--- config.mk ---
export PLATFORM = sky130hd
export DESIGN_NAME = link_reset_ctrl
export DESIGN_NICKNAME = d
export VERILOG_FILES = /design/src/rtl/lrc_pkg.sv /design/src/rtl/lrc_sync.sv /design/src/rtl/lrc_width.sv /design/src/rtl/lrc_wrsnoop.sv /design/src/rtl/link_reset_ctrl.sv
export SDC_FILE = /design/constraint.sdc
export NUM_CORES = 1
export LEC_CHECK = 0
export ABC_CLOCK_PERIOD_IN_PS = 2600
export BUFFER_PORTS_ARGS = -buffer_cell sky130_fd_sc_hd__buf_2
export CORE_AREA = 4 4 66 68
export DETAILED_ROUTE_END_ITERATION = 7
export DIE_AREA = 0 0 70 72
export HOLD_SLACK_MARGIN = 0.06
export PLACE_DENSITY_LB_ADDON = 0.15
export SYNTH_ARGS = -nofsm -noshare
export SYNTH_HDL_FRONTEND = slang
export SYNTH_SLANG_ARGS = --single-unit
--- constraint.sdc ---
create_clock -name clk -period 2.6 [get_ports clk]
set_clock_uncertainty 0.05 [all_clocks]
set_input_delay 0.39 -clock clk [delete_from_list [all_inputs] [get_ports clk]]
set_output_delay 0.39 -clock clk [all_outputs]
set_load 0.02 [all_outputs]
--- src/rtl/lrc_pkg.sv ---
package lrc_pkg;

    typedef enum logic [2:0] {
        ST_COLD    = 3'd0,
        ST_RUN     = 3'd1,
        ST_OFF     = 3'd2,
        ST_RESTART = 3'd3,
        ST_WAITFRM = 3'd4
    } lrc_state_e;

    typedef enum logic [2:0] {
        EV_NONE    = 3'd0,
        EV_COLD    = 3'd1,
        EV_WARM    = 3'd2,
        EV_NWARM   = 3'd3,
        EV_REG_AUD = 3'd4,
        EV_REG_MDM = 3'd5
    } lrc_evt_e;

endpackage

--- src/rtl/lrc_sync.sv ---
module lrc_sync #(
    parameter int WIDTH  = 3,
    parameter int STAGES = 2
) (
    input  logic             clk,
    input  logic             por_n,
    input  logic [WIDTH-1:0] d_i,
    output logic [WIDTH-1:0] q_o
);
    logic [WIDTH-1:0] stg_q [STAGES];

    for (genvar s = 0; s < STAGES; s++) begin : g_stage
        if (s == 0) begin : g_first
            always_ff @(posedge clk or negedge por_n) begin
                if (!por_n) stg_q[s] <= '0;
                else        stg_q[s] <= d_i;
            end
        end else begin : g_next
            always_ff @(posedge clk or negedge por_n) begin
                if (!por_n) stg_q[s] <= '0;
                else        stg_q[s] <= stg_q[s-1];
            end
        end
    end

    assign q_o = stg_q[STAGES-1];
endmodule

--- src/rtl/lrc_width.sv ---
module lrc_width #(
    parameter int MIN_CYC = 25
) (
    input  logic clk,
    input  logic por_n,
    input  logic lvl_i,
    output logic qual_o,
    output logic rose_o,
    output logic fell_o
);
    localparam int CW = $clog2(MIN_CYC + 1);

    typedef struct packed {
        logic [CW-1:0] cnt;
        logic          lvl;
    } wid_t;

    wid_t r_q, r_d;

    always_comb begin
        r_d     = r_q;
        r_d.lvl = lvl_i;
        if (!lvl_i)                       r_d.cnt = '0;
        else if (r_q.cnt != CW'(MIN_CYC)) r_d.cnt = r_q.cnt + 1'b1;
    end

    always_ff @(posedge clk or negedge por_n) begin
        if (!por_n) r_q <= '0;
        else        r_q <= r_d;
    end

    assign qual_o = (r_q.cnt == CW'(MIN_CYC));
    assign rose_o = lvl_i & ~r_q.lvl;
    assign fell_o = ~lvl_i & r_q.lvl;

    AST_QUAL_NEEDS_LEVEL: assert property (@(posedge clk) disable iff (!por_n)
        qual_o |-> $past(lvl_i)) else $error("qualified without level");
    AST_FALL_CLEARS: assert property (@(posedge clk) disable iff (!por_n)
        fell_o |=> !qual_o) else $error("qualification survived fall");
endmodule

--- src/rtl/lrc_wrsnoop.sv ---
module lrc_wrsnoop #(
    parameter int              IDX_W   = 8,
    parameter logic [IDX_W-1:0] AUD_IDX = 8'h00,
    parameter logic [IDX_W-1:0] MDM_IDX = 8'h3C
) (
    input  logic             en_i,
    input  logic             wr_vld_i,
    input  logic [IDX_W-1:0] wr_idx_i,
    output logic             hit_aud_o,
    output logic             hit_mdm_o
);
    always_comb begin
        hit_aud_o = en_i && wr_vld_i && (wr_idx_i == AUD_IDX);
        hit_mdm_o = en_i && wr_vld_i && (wr_idx_i == MDM_IDX) && !hit_aud_o;
    end
endmodule

--- src/rtl/link_reset_ctrl.sv ---
module link_reset_ctrl
    import lrc_pkg::*;
#(
    parameter int               MIN_CYC     = 25,
    parameter int               RESTART_CYC = 4,
    parameter int               SYNC_STG    = 2,
    parameter int               IDX_W       = 8,
    parameter logic [IDX_W-1:0] AUD_IDX     = 8'h00,
    parameter logic [IDX_W-1:0] MDM_IDX     = 8'h3C
) (
    input  logic             clk,
    input  logic             por_n,
    input  logic             rst_pin_n_i,
    input  logic             sync_i,
    input  logic             bclk_act_i,
    input  logic             secondary_i,
    input  logic             lowpow_i,
    input  logic             nwr_dis_i,
    input  logic             wr_vld_i,
    input  logic [IDX_W-1:0] wr_idx_i,
    output logic             link_en_o,
    output logic             codec_rdy_o,
    output logic             rst_all_o,
    output logic             rst_aud_o,
    output logic             rst_mdm_o,
    output logic             evt_vld_o,
    output logic [2:0]       evt_kind_o
);
    localparam int RCW = $clog2(RESTART_CYC + 1);

    typedef struct packed {
        lrc_state_e     st;
        logic [RCW-1:0] rcnt;
        logic           link_en;
        logic           rdy;
        logic           rst_all;
        logic           rst_aud;
        logic           rst_mdm;
        logic           evt_vld;
        lrc_evt_e       evt;
        logic           lp;
        logic           bclk;
    } ctl_t;

    localparam ctl_t CTL_RST = '{st: ST_COLD, rcnt: '0, link_en: 1'b0, rdy: 1'b0,
                                 rst_all: 1'b0, rst_aud: 1'b0, rst_mdm: 1'b0,
                                 evt_vld: 1'b0, evt: EV_NONE, lp: 1'b0, bclk: 1'b0};

    ctl_t r_q, r_d;

    // synchronised asynchronous inputs
    logic [2:0] raw_s;
    logic       pin_hi_s, sync_s, bclk_s;

    lrc_sync #(.WIDTH(3), .STAGES(SYNC_STG)) u_sync (
        .clk   (clk),
        .por_n (por_n),
        .d_i   ({rst_pin_n_i, sync_i, bclk_act_i}),
        .q_o   (raw_s)
    );
    assign {pin_hi_s, sync_s, bclk_s} = raw_s;

    // pulse-width qualification of reset-low and sync-high
    logic pin_low_qual, pin_low_rose, pin_low_fell;
    logic sync_qual, sync_rose, sync_fell;

    lrc_width #(.MIN_CYC(MIN_CYC)) u_pin_w (
        .clk    (clk),
        .por_n  (por_n),
        .lvl_i  (~pin_hi_s),
        .qual_o (pin_low_qual),
        .rose_o (pin_low_rose),
        .fell_o (pin_low_fell)
    );

    lrc_width #(.MIN_CYC(MIN_CYC)) u_sync_w (
        .clk    (clk),
        .por_n  (por_n),
        .lvl_i  (sync_s),
        .qual_o (sync_qual),
        .rose_o (sync_rose),
        .fell_o (sync_fell)
    );

    // register write snoop
    logic hit_aud, hit_mdm;

    lrc_wrsnoop #(.IDX_W(IDX_W), .AUD_IDX(AUD_IDX), .MDM_IDX(MDM_IDX)) u_snoop (
        .en_i      (r_q.st == ST_RUN),
        .wr_vld_i  (wr_vld_i),
        .wr_idx_i  (wr_idx_i),
        .hit_aud_o (hit_aud),
        .hit_mdm_o (hit_mdm)
    );

    logic nwr_armed, cold_go, bclk_rise, lp_rise;

    always_comb begin
        nwr_armed = (r_q.st == ST_OFF) && lowpow_i && !nwr_dis_i;
        cold_go   = pin_low_qual && !nwr_armed && (r_q.st != ST_COLD);
        bclk_rise = bclk_s && !r_q.bclk;
        lp_rise   = lowpow_i && !r_q.lp;
    end

    always_comb begin
        r_d         = r_q;
        r_d.rst_all = 1'b0;
        r_d.rst_aud = 1'b0;
        r_d.rst_mdm = 1'b0;
        r_d.evt_vld = 1'b0;
        r_d.evt     = EV_NONE;
        r_d.lp      = lowpow_i;
        r_d.bclk    = bclk_s;

        if (cold_go) begin
            r_d.st      = ST_COLD;
            r_d.link_en = 1'b0;
            r_d.rdy     = 1'b0;
        end else begin
            unique case (r_q.st)
                ST_COLD: begin
                    if (pin_hi_s) begin
                        r_d.st      = ST_RUN;
                        r_d.link_en = 1'b1;
                        r_d.rdy     = 1'b1;
                        r_d.rst_all = 1'b1;
                        r_d.evt_vld = 1'b1;
                        r_d.evt     = EV_COLD;
                    end
                end
                ST_RUN: begin
                    if (lp_rise) begin
                        r_d.st      = ST_OFF;
                        r_d.link_en = 1'b0;
                        r_d.rdy     = 1'b0;
                    end else if (hit_aud) begin
                        r_d.rst_aud = 1'b1;
                        r_d.evt_vld = 1'b1;
                        r_d.evt     = EV_REG_AUD;
                    end else if (hit_mdm) begin
                        r_d.rst_mdm = 1'b1;
                        r_d.evt_vld = 1'b1;
                        r_d.evt     = EV_REG_MDM;
                    end
                end
                ST_OFF: begin
                    if (nwr_armed && pin_low_fell && pin_low_qual) begin
                        r_d.st      = ST_RUN;
                        r_d.link_en = 1'b1;
                        r_d.rdy     = 1'b1;
                        r_d.evt_vld = 1'b1;
                        r_d.evt     = EV_NWARM;
                    end else if (!secondary_i) begin
                        if (sync_fell && sync_qual && !bclk_s) begin
                            r_d.st      = ST_RESTART;
                            r_d.rcnt    = '0;
                            r_d.evt_vld = 1'b1;
                            r_d.evt     = EV_WARM;
                        end
                    end else if (bclk_rise) begin
                        r_d.st      = ST_WAITFRM;
                        r_d.evt_vld = 1'b1;
                        r_d.evt     = EV_WARM;
                    end
                end
                ST_RESTART: begin
                    if (r_q.rcnt == RCW'(RESTART_CYC - 1)) begin
                        r_d.st      = ST_RUN;
                        r_d.link_en = 1'b1;
                        r_d.rdy     = 1'b1;
                    end else begin
                        r_d.rcnt = r_q.rcnt + 1'b1;
                    end
                end
                ST_WAITFRM: begin
                    if (sync_rose) begin
                        r_d.st      = ST_RUN;
                        r_d.link_en = 1'b1;
                        r_d.rdy     = 1'b1;
                    end
                end
                default: begin
                    r_d.st      = ST_COLD;
                    r_d.link_en = 1'b0;
                    r_d.rdy     = 1'b0;
                end
            endcase
        end
    end

    always_ff @(posedge clk or negedge por_n) begin
        if (!por_n) r_q <= CTL_RST;
        else        r_q <= r_d;
    end

    assign link_en_o   = r_q.link_en;
    assign codec_rdy_o = r_q.rdy;
    assign rst_all_o   = r_q.rst_all;
    assign rst_aud_o   = r_q.rst_aud;
    assign rst_mdm_o   = r_q.rst_mdm;
    assign evt_vld_o   = r_q.evt_vld;
    assign evt_kind_o  = r_q.evt;

    AST_ALL_AFTER_OFF: assert property (@(posedge clk) disable iff (!por_n)
        rst_all_o |-> !$past(link_en_o)) else $error("full reset with link up");
    AST_WARM_HALTED: assert property (@(posedge clk) disable iff (!por_n)
        (evt_vld_o && evt_kind_o == EV_WARM) |-> !link_en_o) else $error("warm while up");
    AST_NWARM_KEEPS: assert property (@(posedge clk) disable iff (!por_n)
        (evt_vld_o && evt_kind_o == EV_NWARM) |-> !rst_all_o) else $error("new warm cleared");
    AST_REGRST_RUNNING: assert property (@(posedge clk) disable iff (!por_n)
        (rst_aud_o || rst_mdm_o) |-> $past(link_en_o)) else $error("group reset while off");
    AST_STROBE_EXCL: assert property (@(posedge clk) disable iff (!por_n)
        $onehot0({rst_all_o, rst_aud_o, rst_mdm_o})) else $error("strobes overlap");
    AST_AUD_SINGLE: assert property (@(posedge clk) disable iff (!por_n)
        rst_aud_o |=> !rst_aud_o) else $error("audio strobe wide");
    AST_MDM_SINGLE: assert property (@(posedge clk) disable iff (!por_n)
        rst_mdm_o |=> !rst_mdm_o) else $error("modem strobe wide");
    AST_RDY_THRU_REGRST: assert property (@(posedge clk) disable iff (!por_n)
        (rst_aud_o || rst_mdm_o) |-> (codec_rdy_o && $past(codec_rdy_o))) else $error("ready dropped");
endmodule

==> results of run 1 <==
-- logic make-up (layout without fill, tap and decap cells) --
family | count (synthesis) | in the layout | share of synthesized area, %
and+or+nand+nor | 57 | 57 | 19.82
DFF | 34 | 34 | 51.24
AOI/OAI and AO/OA | 20 | 20 | 11.00
muxes | 5 | 5 | 3.316
adders and majority gates | 6 | 6 | 4.521
xor gates and xnor gates | 8 | 8 | 4.220
buffers and inverters | 16 | 44 | 5.878
-- sequential cells by signal (all words and copies together) (netlist names) --
register / cells
link_en_o: 1
r_q: 8
evt_vld_o: 1
u_sync.stg_q: 3
u_sync_w.r_q: 6
rst_mdm_o: 1
u_sync.q_o: 3
u_pin_w.r_q: 6
rst_all_o: 1
rst_aud_o: 1
evt_kind_o: 3
-- cells in the mapped netlist (3+ instances only) --
| cell type | n | area share [%] |
|---|---|---|
| and2_1 | 6 | 2.3 |
| and2b_2 | 3 | 1.6 |
| and3_1 | 3 | 1.1 |
| buf_4 | 4 | 1.8 |
| buf_6 | 3 | 2.0 |
| dfrtp_1 | 34 | 51 |
| ha_1 | 6 | 4.5 |
| inv_1 | 8 | 1.8 |
| mux2_2 | 4 | 2.7 |
| nand2_1 | 9 | 2.0 |
| nand3_1 | 6 | 1.8 |
| nand4b_1 | 3 | 1.6 |
| nor2_1 | 14 | 3.2 |
| xnor2_1 | 3 | 1.6 |
| xor2_1 | 5 | 2.6 |
-- power by group through the flow --
| stage | Combinational [W] | Clock, W | Sequential (W) |
|---|---|---|---|
| after global routing | 0.000573 | 0.000620 | 0.000651 |
| after CTS | 0.000522 | 0.000601 | 0.000641 |
| after detailed placement | 0.000520 | 0 | 0.000650 |
| after floorplan | 0.000399 | 0 | 0.000668 |
| after global placement | 0.000515 | 0 | 0.000649 |
| final | 0.000521 | 0.000583 | 0.000641 |
-- worst max-delay path, cell delays in order, from the launching register on --
cell and delay [ns]:
dfrtp_1 0.47, or3b_1 0.52, or4_4 0.64, a2bb2oi_1 0.15, a311o_2 0.16, mux2_2 0.33
-- layer usage --
metal	routed length [um]	vias up
met2	1491	29
met3	194	5
met1	1409	553
li1	-	559
met5	0	-
met4	45	0
-- how the worst max path moves through the flow --
stage / endpoint / slack [ns] / depth (start not counted)
4_1_cts: r_q[12] / 0.16 / 5
3_5_place_dp: r_q[12] / 0.18 / 5
2_1_floorplan: r_q[11] / 0.25 / 7
3_3_place_gp: r_q[12] / 0.27 / 6
5_1_grt: r_q[12] / 0.08 / 5
6_report: r_q[12] / 0.16 / 5
-- area by class of cell --
| cell class | instances | area (sq um) |
|---|---|---|
| Fill cell | 369 | 1916 |
| Sequential cell | 34 | 850.8 |
| Multi-Input combinational cell | 96 | 711.9 |
| Timing Repair Buffer | 28 | 147.6 |
| Clock buffer | 5 | 68.82 |
| Clock inverter | 3 | 68.82 |
| Tap cell | 50 | 62.56 |
| Inverter | 8 | 30.03 |
-- layout by cell type (no fill, tap or decap), types with 2 or more instances in the layout --
cell | Yosys | routed
dfrtp_1 | 34 | 34
buf_2 | 0 | 25
nor2_1 | 14 | 14
nand2_1 | 9 | 9
inv_1 | 8 | 8
and2_1 | 6 | 6
nand3_1 | 6 | 6
ha_1 | 6 | 6
xor2_1 | 5 | 5
clkbuf_8 | 0 | 5
mux2_2 | 4 | 4
nand4b_1 | 3 | 3
and2b_2 | 3 | 3
xnor2_1 | 3 | 3
and3_1 | 3 | 3
buf_4 | 4 | 3
or2_2 | 2 | 2
a21oi_1 | 2 | 2
bufinv_16 | 0 | 2
-- through the flow --
stage               hold WS (ns)  setup slack, ns
floorplan                0.04441           0.2492
CTS                       0.1252           0.1640
detailed placement        0.2880           0.1783
global route              0.1424          0.08337
global placement          0.2820           0.2696
finish                    0.1089           0.1622
==> reports/results.ini, run 1 <==
[outcome]
status = completed

[power]
power_frac_clock_pct = 33.4
intPower_w = 0.001219
p_sw_share_pct = 30.16
ir_drop_mv = 0.5399
power_density_mw_per_mm2 = 899.4
p_seq_share_pct = 36.7
power.switching_w = 0.0005263
p_comb_share_pct = 29.8
total_power_w = 0.001745
p_leak_nw = 0.9585

[floorplan]
start_util_pct = 43.06
die_h_um = 72
coreArea_sq_mm = 0.003856
die_x_um = 70
io_pins = 26
die-area_sq_mm = 0.005040
rows = 23

[critical_path]
rrSetupSlack_ns = 0.16
critPathLaunch = r_q[16]
required_ns = 2.73
crit_arrival_ns = 2.57
end_kind = register
crit_fanout = 9
crit_type = reg -> reg
reg2reg_depth = 5
r2r-start = r_q[16]
rr_endpoint = r_q[12]
start_kind = register

[timing]
tns_ns = 0
hold_viol_final = 0
rsz0062_at_grt = false
fin_crit_sh_pct = 93.76
worst_slew_pin_slew_ns = 0.7513
fmax_mhz = 410.2
slew_headroom_pct = 49.91
setup_viol = 0
drv_slew = 0
post-route-min-period_ns = 2.438

[placement]
dpl_cell_area_sq_mm = 0.001803
io_buffers = 25
place.gp.congestion = 0.7753
dpl.hpwl_um = 2304
dp.cells = 216

[clock_network]
cts.clk_slew.worst_paths_ns = 0.07
holdBufCountCts = 0
ctsRootBufferMaster = clkbuf_8
cts_buffers = 5
clk_latency_ns = 0.29
ctsHtreeMaxLevel = 2
clockBufferDepth = 2
cts_tree = done
post-cts-setup-buffer-count = 0
cts.repair.resized = 0
clock_sinks = 34

[global_routing]
grt_max_degree = 35
grt.total_usage_pct = 13.73
met1_usage_pct = 17.04
antenna_found_initial = 0
busiest_layer = met2
grt_pass1_wl_um = 5347
first_global_vias = 1146
grt.met3_usage_pct = 4.986
grt-ovfl-total = 0
grtUsageMet2_pct = 21.83

[final_layout]
final_net_count = 196
area.growth.synth_to_final_pct = 16.88
final_util_pct = 50.32
diodes = 0
stdcell_count = 224
fin_area_sq_mm = 0.001941
drive_gt1_share_pct = 31.61

[routing]
drt-wirelength-per-cell_um = 14.02
routed_via_density = 5.116
drc_errors = 0
wirelength_um = 3141
dr.first_iter.drc_count = 52
dr.pass1.iters = 4
vias = 1146
drtAntennaViolNets = 0

[synthesis]
synthesis.area_sq_mm = 0.001660
ys_seq_elements = 34
ys_types = 48
synth-main-ff-cell = dfrtp_1
syn_nets = 169
ys_warn_count = 0
synth_edf_count = 0
postSynthCellCount = 146
async_reset_ff_share_pct = 100.0
seq_area_frac_synth_pct = 51.24
synth_area_per_cell_sq_um = 11.37

[job]
cap_violations = 0

[hold_path]
min_path_type = in -> async

No activity file was read; power rests on OpenSTA's default activity.
==> run 2, diff against run 1 <==
--- a/config.mk
+++ b/config.mk
@@ -11,7 +11,7 @@
 export DETAILED_ROUTE_END_ITERATION = 7
 export DIE_AREA = 0 0 70 72
 export HOLD_SLACK_MARGIN = 0.06
-export PLACE_DENSITY_LB_ADDON = 0.15
+export PLACE_DENSITY_LB_ADDON = 0.1
 export SYNTH_ARGS = -nofsm -noshare
 export SYNTH_HDL_FRONTEND = slang
 export SYNTH_SLANG_ARGS = --single-unit
==> run 2 against run 1 <==
  * Critical path type unchanged
  * First-iteration DRC count is 63% higher
  * Sequential share of layout area grew 0.72 points
  * Critical endpoint unchanged
  * Power fell by 7.1%
  * Largest cell class unchanged
  * Wire length shrank 3.2%
  * Cell count is the same
  * Largest power group unchanged
==> reports/results.ini, run 2 (synthesized netlist as in run 1, its figures left out) <==
[floorplan]
start_util_pct = 43.06
io_pins = 26
die_x_um = 70
die_h_um = 72
coreArea_sq_mm = 0.003856
rows = 23
die-area_sq_mm = 0.005040

[placement]
place.gp.congestion = 0.8747
dpl.hpwl_um = 2267
io_buffers = 25
dp.cells = 216
dpl_cell_area_sq_mm = 0.001803

[global_routing]
first_global_vias = 1143
grt_max_degree = 35
grt_pass1_wl_um = 5299
antenna_found_initial = 0
grt-ovfl-total = 0
grt.total_usage_pct = 13.31

[routing]
wirelength_um = 3040
dr.pass1.iters = 4
dr.first_iter.drc_count = 85
drc_errors = 0
vias = 1163
drt-wirelength-per-cell_um = 13.57
routed_via_density = 5.192
drtAntennaViolNets = 0

[clock_network]
ctsHtreeMaxLevel = 2
post-cts-setup-buffer-count = 0
ctsRootBufferMaster = clkbuf_8
cts.repair.resized = 0
clockBufferDepth = 2
cts_tree = done
clock_sinks = 34
clk_latency_ns = 0.28
cts_buffers = 5
holdBufCountCts = 0
cts.clk_slew.worst_paths_ns = 0.07

[timing]
setup_viol = 0
hold_viol_final = 0
whs_ns = 0.1210
fin_crit_sh_pct = 93.51
fmax_mhz = 411.3
drv_slew = 0
tns_ns = 0
worst_slew_pin_slew_ns = 0.7405
rsz0062_at_grt = false
post-route-min-period_ns = 2.431
slew_headroom_pct = 50.64

[hold_path]
min_path_type = in -> async

[critical_path]
slowest_delay_ns = 0.63
crit_type = reg -> reg
reg2reg_depth = 5
r2r-start = r_q[16]
rrSetupSlack_ns = 0.17
crit_fanout = 9
critical_path.cell_chain = or3b_1 > or4_4 > a2bb2oi_1 > a311o_2 > mux2_2
critPathLaunch = r_q[16]
rr_endpoint = r_q[12]
end_kind = register
crit_arrival_ns = 2.54
required_ns = 2.71
cp_slowest_cell = or4_4
start_kind = register

[final_layout]
final_net_count = 196
largest_reg_flops = 8
final_common_cell = dfrtp_1
area.growth.synth_to_final_pct = 15.00
drive_gt1_share_pct = 30.46
final_cell_mix = dfrtp_1, buf_2, nor2_1
fin_area_sq_mm = 0.001909
stdcell_count = 224
largestRegisters = r_q (8), u_pin_w.r_q (6), u_sync_w.r_q (6)
largest-register = r_q
diodes = 0

[outcome]
status = completed

[power]
ir_drop_mv = 0.4707
total_power_w = 0.001622
power_density_mw_per_mm2 = 849.3
p_leak_nw = 0.9426

[job]
cap_violations = 0

==> run 2: changes by cell type in the layout (fill, tap and decap cells not counted), sizes merged <==
cell,change
bufinv,-1
clkinv,-1
clkbuf,+2
==> run 2: worst max-delay path by stage <==
stage,endpoint,slack [ns],depth (start not counted)
floorplan,r_q[11],0.25,7
global placement,r_q[12],0.26,6
detailed placement,r_q[13],0.20,5
CTS,r_q[13],0.18,5
global route,r_q[13],0.08,5
finish,r_q[12],0.17,5
==> run 2: metal layers <==
metal  wire, um  track usage, %  vias up
li1           -               -      561
met1       1316           17.01      566
met2       1486           21.62       32
met3        196           4.155        4
met4         40           4.468        0
met5          0               0        -
==> run 2: report_power, final <==
part	switching [W]	internal, W
Clock	0.000179	0.000287
Combinational	0.000279	0.000236
Sequential	0.0000416	0.000600
Total	0.000499	0.00112
==> run 2: layout make-up <==
| class | instances | area [sq um] |
|---|---|---|
| fillers | 378 | 1947 |
| inverters | 8 | 30.03 |
| flip-flops and latches | 34 | 850.8 |
| clock buffers | 7 | 76.32 |
| well taps | 50 | 62.56 |
| multi-input cells | 96 | 711.9 |
| clock inverters | 1 | 30.03 |
| repair buffers | 28 | 147.6 |
==> run 2: stage by stage <==
stage,util (%),worst slack (ns)
final,49.51,0.1688
after global routing,49.51,0.08241
after CTS,49.51,0.1819
after detailed placement,46.76,0.2011
after global placement,46.76,0.2571
after floorplan,-,0.2492
==> run 2: worst max-delay path, delay by kind of cell (launching register included) <==
family | cells | cell delay [ns]
AOI/OAI and AO/OA | 2 | 0.32
DFF | 1 | 0.46
muxes | 1 | 0.33
and+or+nand+nor | 2 | 1.14
==> run 3, diff against run 2 <==
--- a/config.mk
+++ b/config.mk
@@ -6,12 +6,13 @@
 export NUM_CORES = 1
 export LEC_CHECK = 0
 export ABC_CLOCK_PERIOD_IN_PS = 2600
-export BUFFER_PORTS_ARGS = -buffer_cell sky130_fd_sc_hd__buf_2
 export CORE_AREA = 4 4 66 68
 export DETAILED_ROUTE_END_ITERATION = 7
 export DIE_AREA = 0 0 70 72
+export DONT_BUFFER_PORTS = 1
 export HOLD_SLACK_MARGIN = 0.06
 export PLACE_DENSITY_LB_ADDON = 0.1
+export SLEW_MARGIN = 20
 export SYNTH_ARGS = -nofsm -noshare
 export SYNTH_HDL_FRONTEND = slang
 export SYNTH_SLANG_ARGS = --single-unit
==> run 3 against run 2 <==
  * Critical path depth unchanged
  * Register-to-register slack about the same
  * Sequential power increased by 7.6%
  * Combinational power down 17%
  * Setup slack got worse by 0.011 ns
  * Core utilization decreased by 2.2 points
  * Wire length decreased by 1.8%
  * First-iteration DRC count down 29%
  * Via count shrank 9.5%
  * Clock power rose by 0.9%
  * Hold slack got worse by 0.035 ns
  * Cell count decreased by 9.8%
==> reports/results.ini, run 3 (synthesized netlist as in run 1, its figures left out) <==
[final_layout]
multi_input_area_sq_um = 711.9
largestRegisters = r_q (8), u_pin_w.r_q (6), u_sync_w.r_q (6)
fillers = 361
final_net_count = 174
diodes = 0
largest_reg_flops = 8
final_common_cell = dfrtp_1
area.growth.synth_to_final_pct = 9.872
final_cell_mix = dfrtp_1, nor2_1, nand2_1
drive_gt1_share_pct = 19.08
largest-register = r_q
seq_area_sq_um = 850.8

[timing]
hold_viol_final = 0
setup_viol = 0
rsz0062_at_grt = false
post-route-min-period_ns = 2.442
worst_slew_pin_slew_ns = 0.3891
slew_headroom_pct = 74.06
fmax_mhz = 409.5
fin_crit_sh_pct = 93.92
drv_slew = 0
tns_ns = 0

[global_routing]
first_global_vias = 1054
grt.total_usage_pct = 13.17
grt-ovfl-total = 0
grt_max_degree = 35
grt_pass1_wl_um = 5168
antenna_found_initial = 0

[floorplan]
start_util_pct = 43.06
coreArea_sq_mm = 0.003856
die_x_um = 70
rows = 23
io_pins = 26
die_h_um = 72
die-area_sq_mm = 0.005040

[critical_path]
cp_slowest_cell = or4_4
reg2reg_depth = 5
crit_fanout = 9
required_ns = 2.71
critical_path.cell_chain = or3b_1 > or4_4 > a2bb2oi_1 > a311o_2 > mux2_2
end_kind = register
rrSetupSlack_ns = 0.16
slowest_delay_ns = 0.63
r2r-start = r_q[16]
crit_arrival_ns = 2.56
crit_type = reg -> reg
start_kind = register
rr_endpoint = r_q[13]

[clock_network]
cts_buffers = 5
clockBufferDepth = 2
post-cts-setup-buffer-count = 0
clock_sinks = 34
ctsRootBufferMaster = clkbuf_8
clk_latency_ns = 0.29
cts.clk_slew.worst_paths_ns = 0.07
ctsHtreeMaxLevel = 2
cts_tree = done

[power]
ir_drop_mv = 0.3030
p_leak_nw = 0.8521
power_density_mw_per_mm2 = 871.5
total_power_w = 0.001590

[routing]
drc_errors = 0
vias = 1053
drtAntennaViolNets = 0
wirelength_um = 2985
drt-wirelength-per-cell_um = 14.78
dr.first_iter.drc_count = 60
dr.pass1.iters = 4
routed_via_density = 5.213

[placement]
place.gp.congestion = 0.8457
io_buffers = 0
dpl.hpwl_um = 2180

[job]
cap_violations = 0

[hold_path]
hold_start = sync_i
min_path_type = in -> reg
whs_endpoint = u_sync.stg_q[4]
holdPathStages = 0

[outcome]
status = completed

[run 3: changes by cell type in the layout (fill, tap and decap cells not counted), sizes merged]
cell	previous run	this run
dlygate4sd3	0	2
buf	28	4
[run 3: metrics by stage]
step	setup slack (ns)	hold slack (ns)	instances	util (%)	cell area, sq um
after floorplan	0.2492	0.04441	146	-	1660
after global placement	0.2626	0.04538	191	43.51	1678
after detailed placement	0.1915	0.04543	191	43.51	1678
after CTS	0.1762	0.06900	201	47.05	1814
after global routing	0.08545	0.06665	202	47.31	1824
final	0.1582	0.08608	202	47.31	1824
[run 3: worst max-delay path by stage]
stage,slack [ns],start,endpoint
4_1_cts,0.18,r_q[16],r_q[13]
6_report,0.16,r_q[16],r_q[13]
3_5_place_dp,0.19,u_sync_w.r_q[2],r_q[13]
3_3_place_gp,0.26,r_q[16],r_q[12]
5_1_grt,0.09,u_sync_w.r_q[2],r_q[13]
2_1_floorplan,0.25,r_q[16],r_q[11]
[run 3: repair_timing]
action	CTS	global route
hold endpoints to repair	34	1
gates resized for setup	0	0
hold buffers	2	1
[run 3: area by class of cell]
type | count | share of cell area (%)
tap | 50 | 3.429
multi-input combinational | 96 | 39.03
sequential | 34 | 46.64
inverter | 8 | 1.646
clock buffer | 7 | 4.184
timing repair buffer | 6 | 3.429
clock inverter | 1 | 1.646
[run 3: critical path, delay by kind of cell, from the launching register on]
| family | cells | cell delay, ns |
|---|---|---|
| multiplexers | 1 | 0.34 |
| flip-flops | 1 | 0.46 |
| AND/OR/NAND/NOR | 2 | 1.15 |
| AO/OA/AOI/OAI | 2 | 0.33 |
[run 3: routing by layer]
layer	global-route usage [%]	part of all wire (%)	up-vias
li1	-	-	519
met1	16.77	45	510
met2	20.46	48	20
met3	4.571	4.7	4
met4	5.745	1.5	0
met5	0	0	-
[run 3: where the power goes]
group	leakage [nW]	internal [W]	switching (W)
logic	0.361	0.000210	0.000219
clock network	0.0524	0.000287	0.000182
registers	0.438	0.000600	0.0000913
total	0.852	0.00110	0.000493
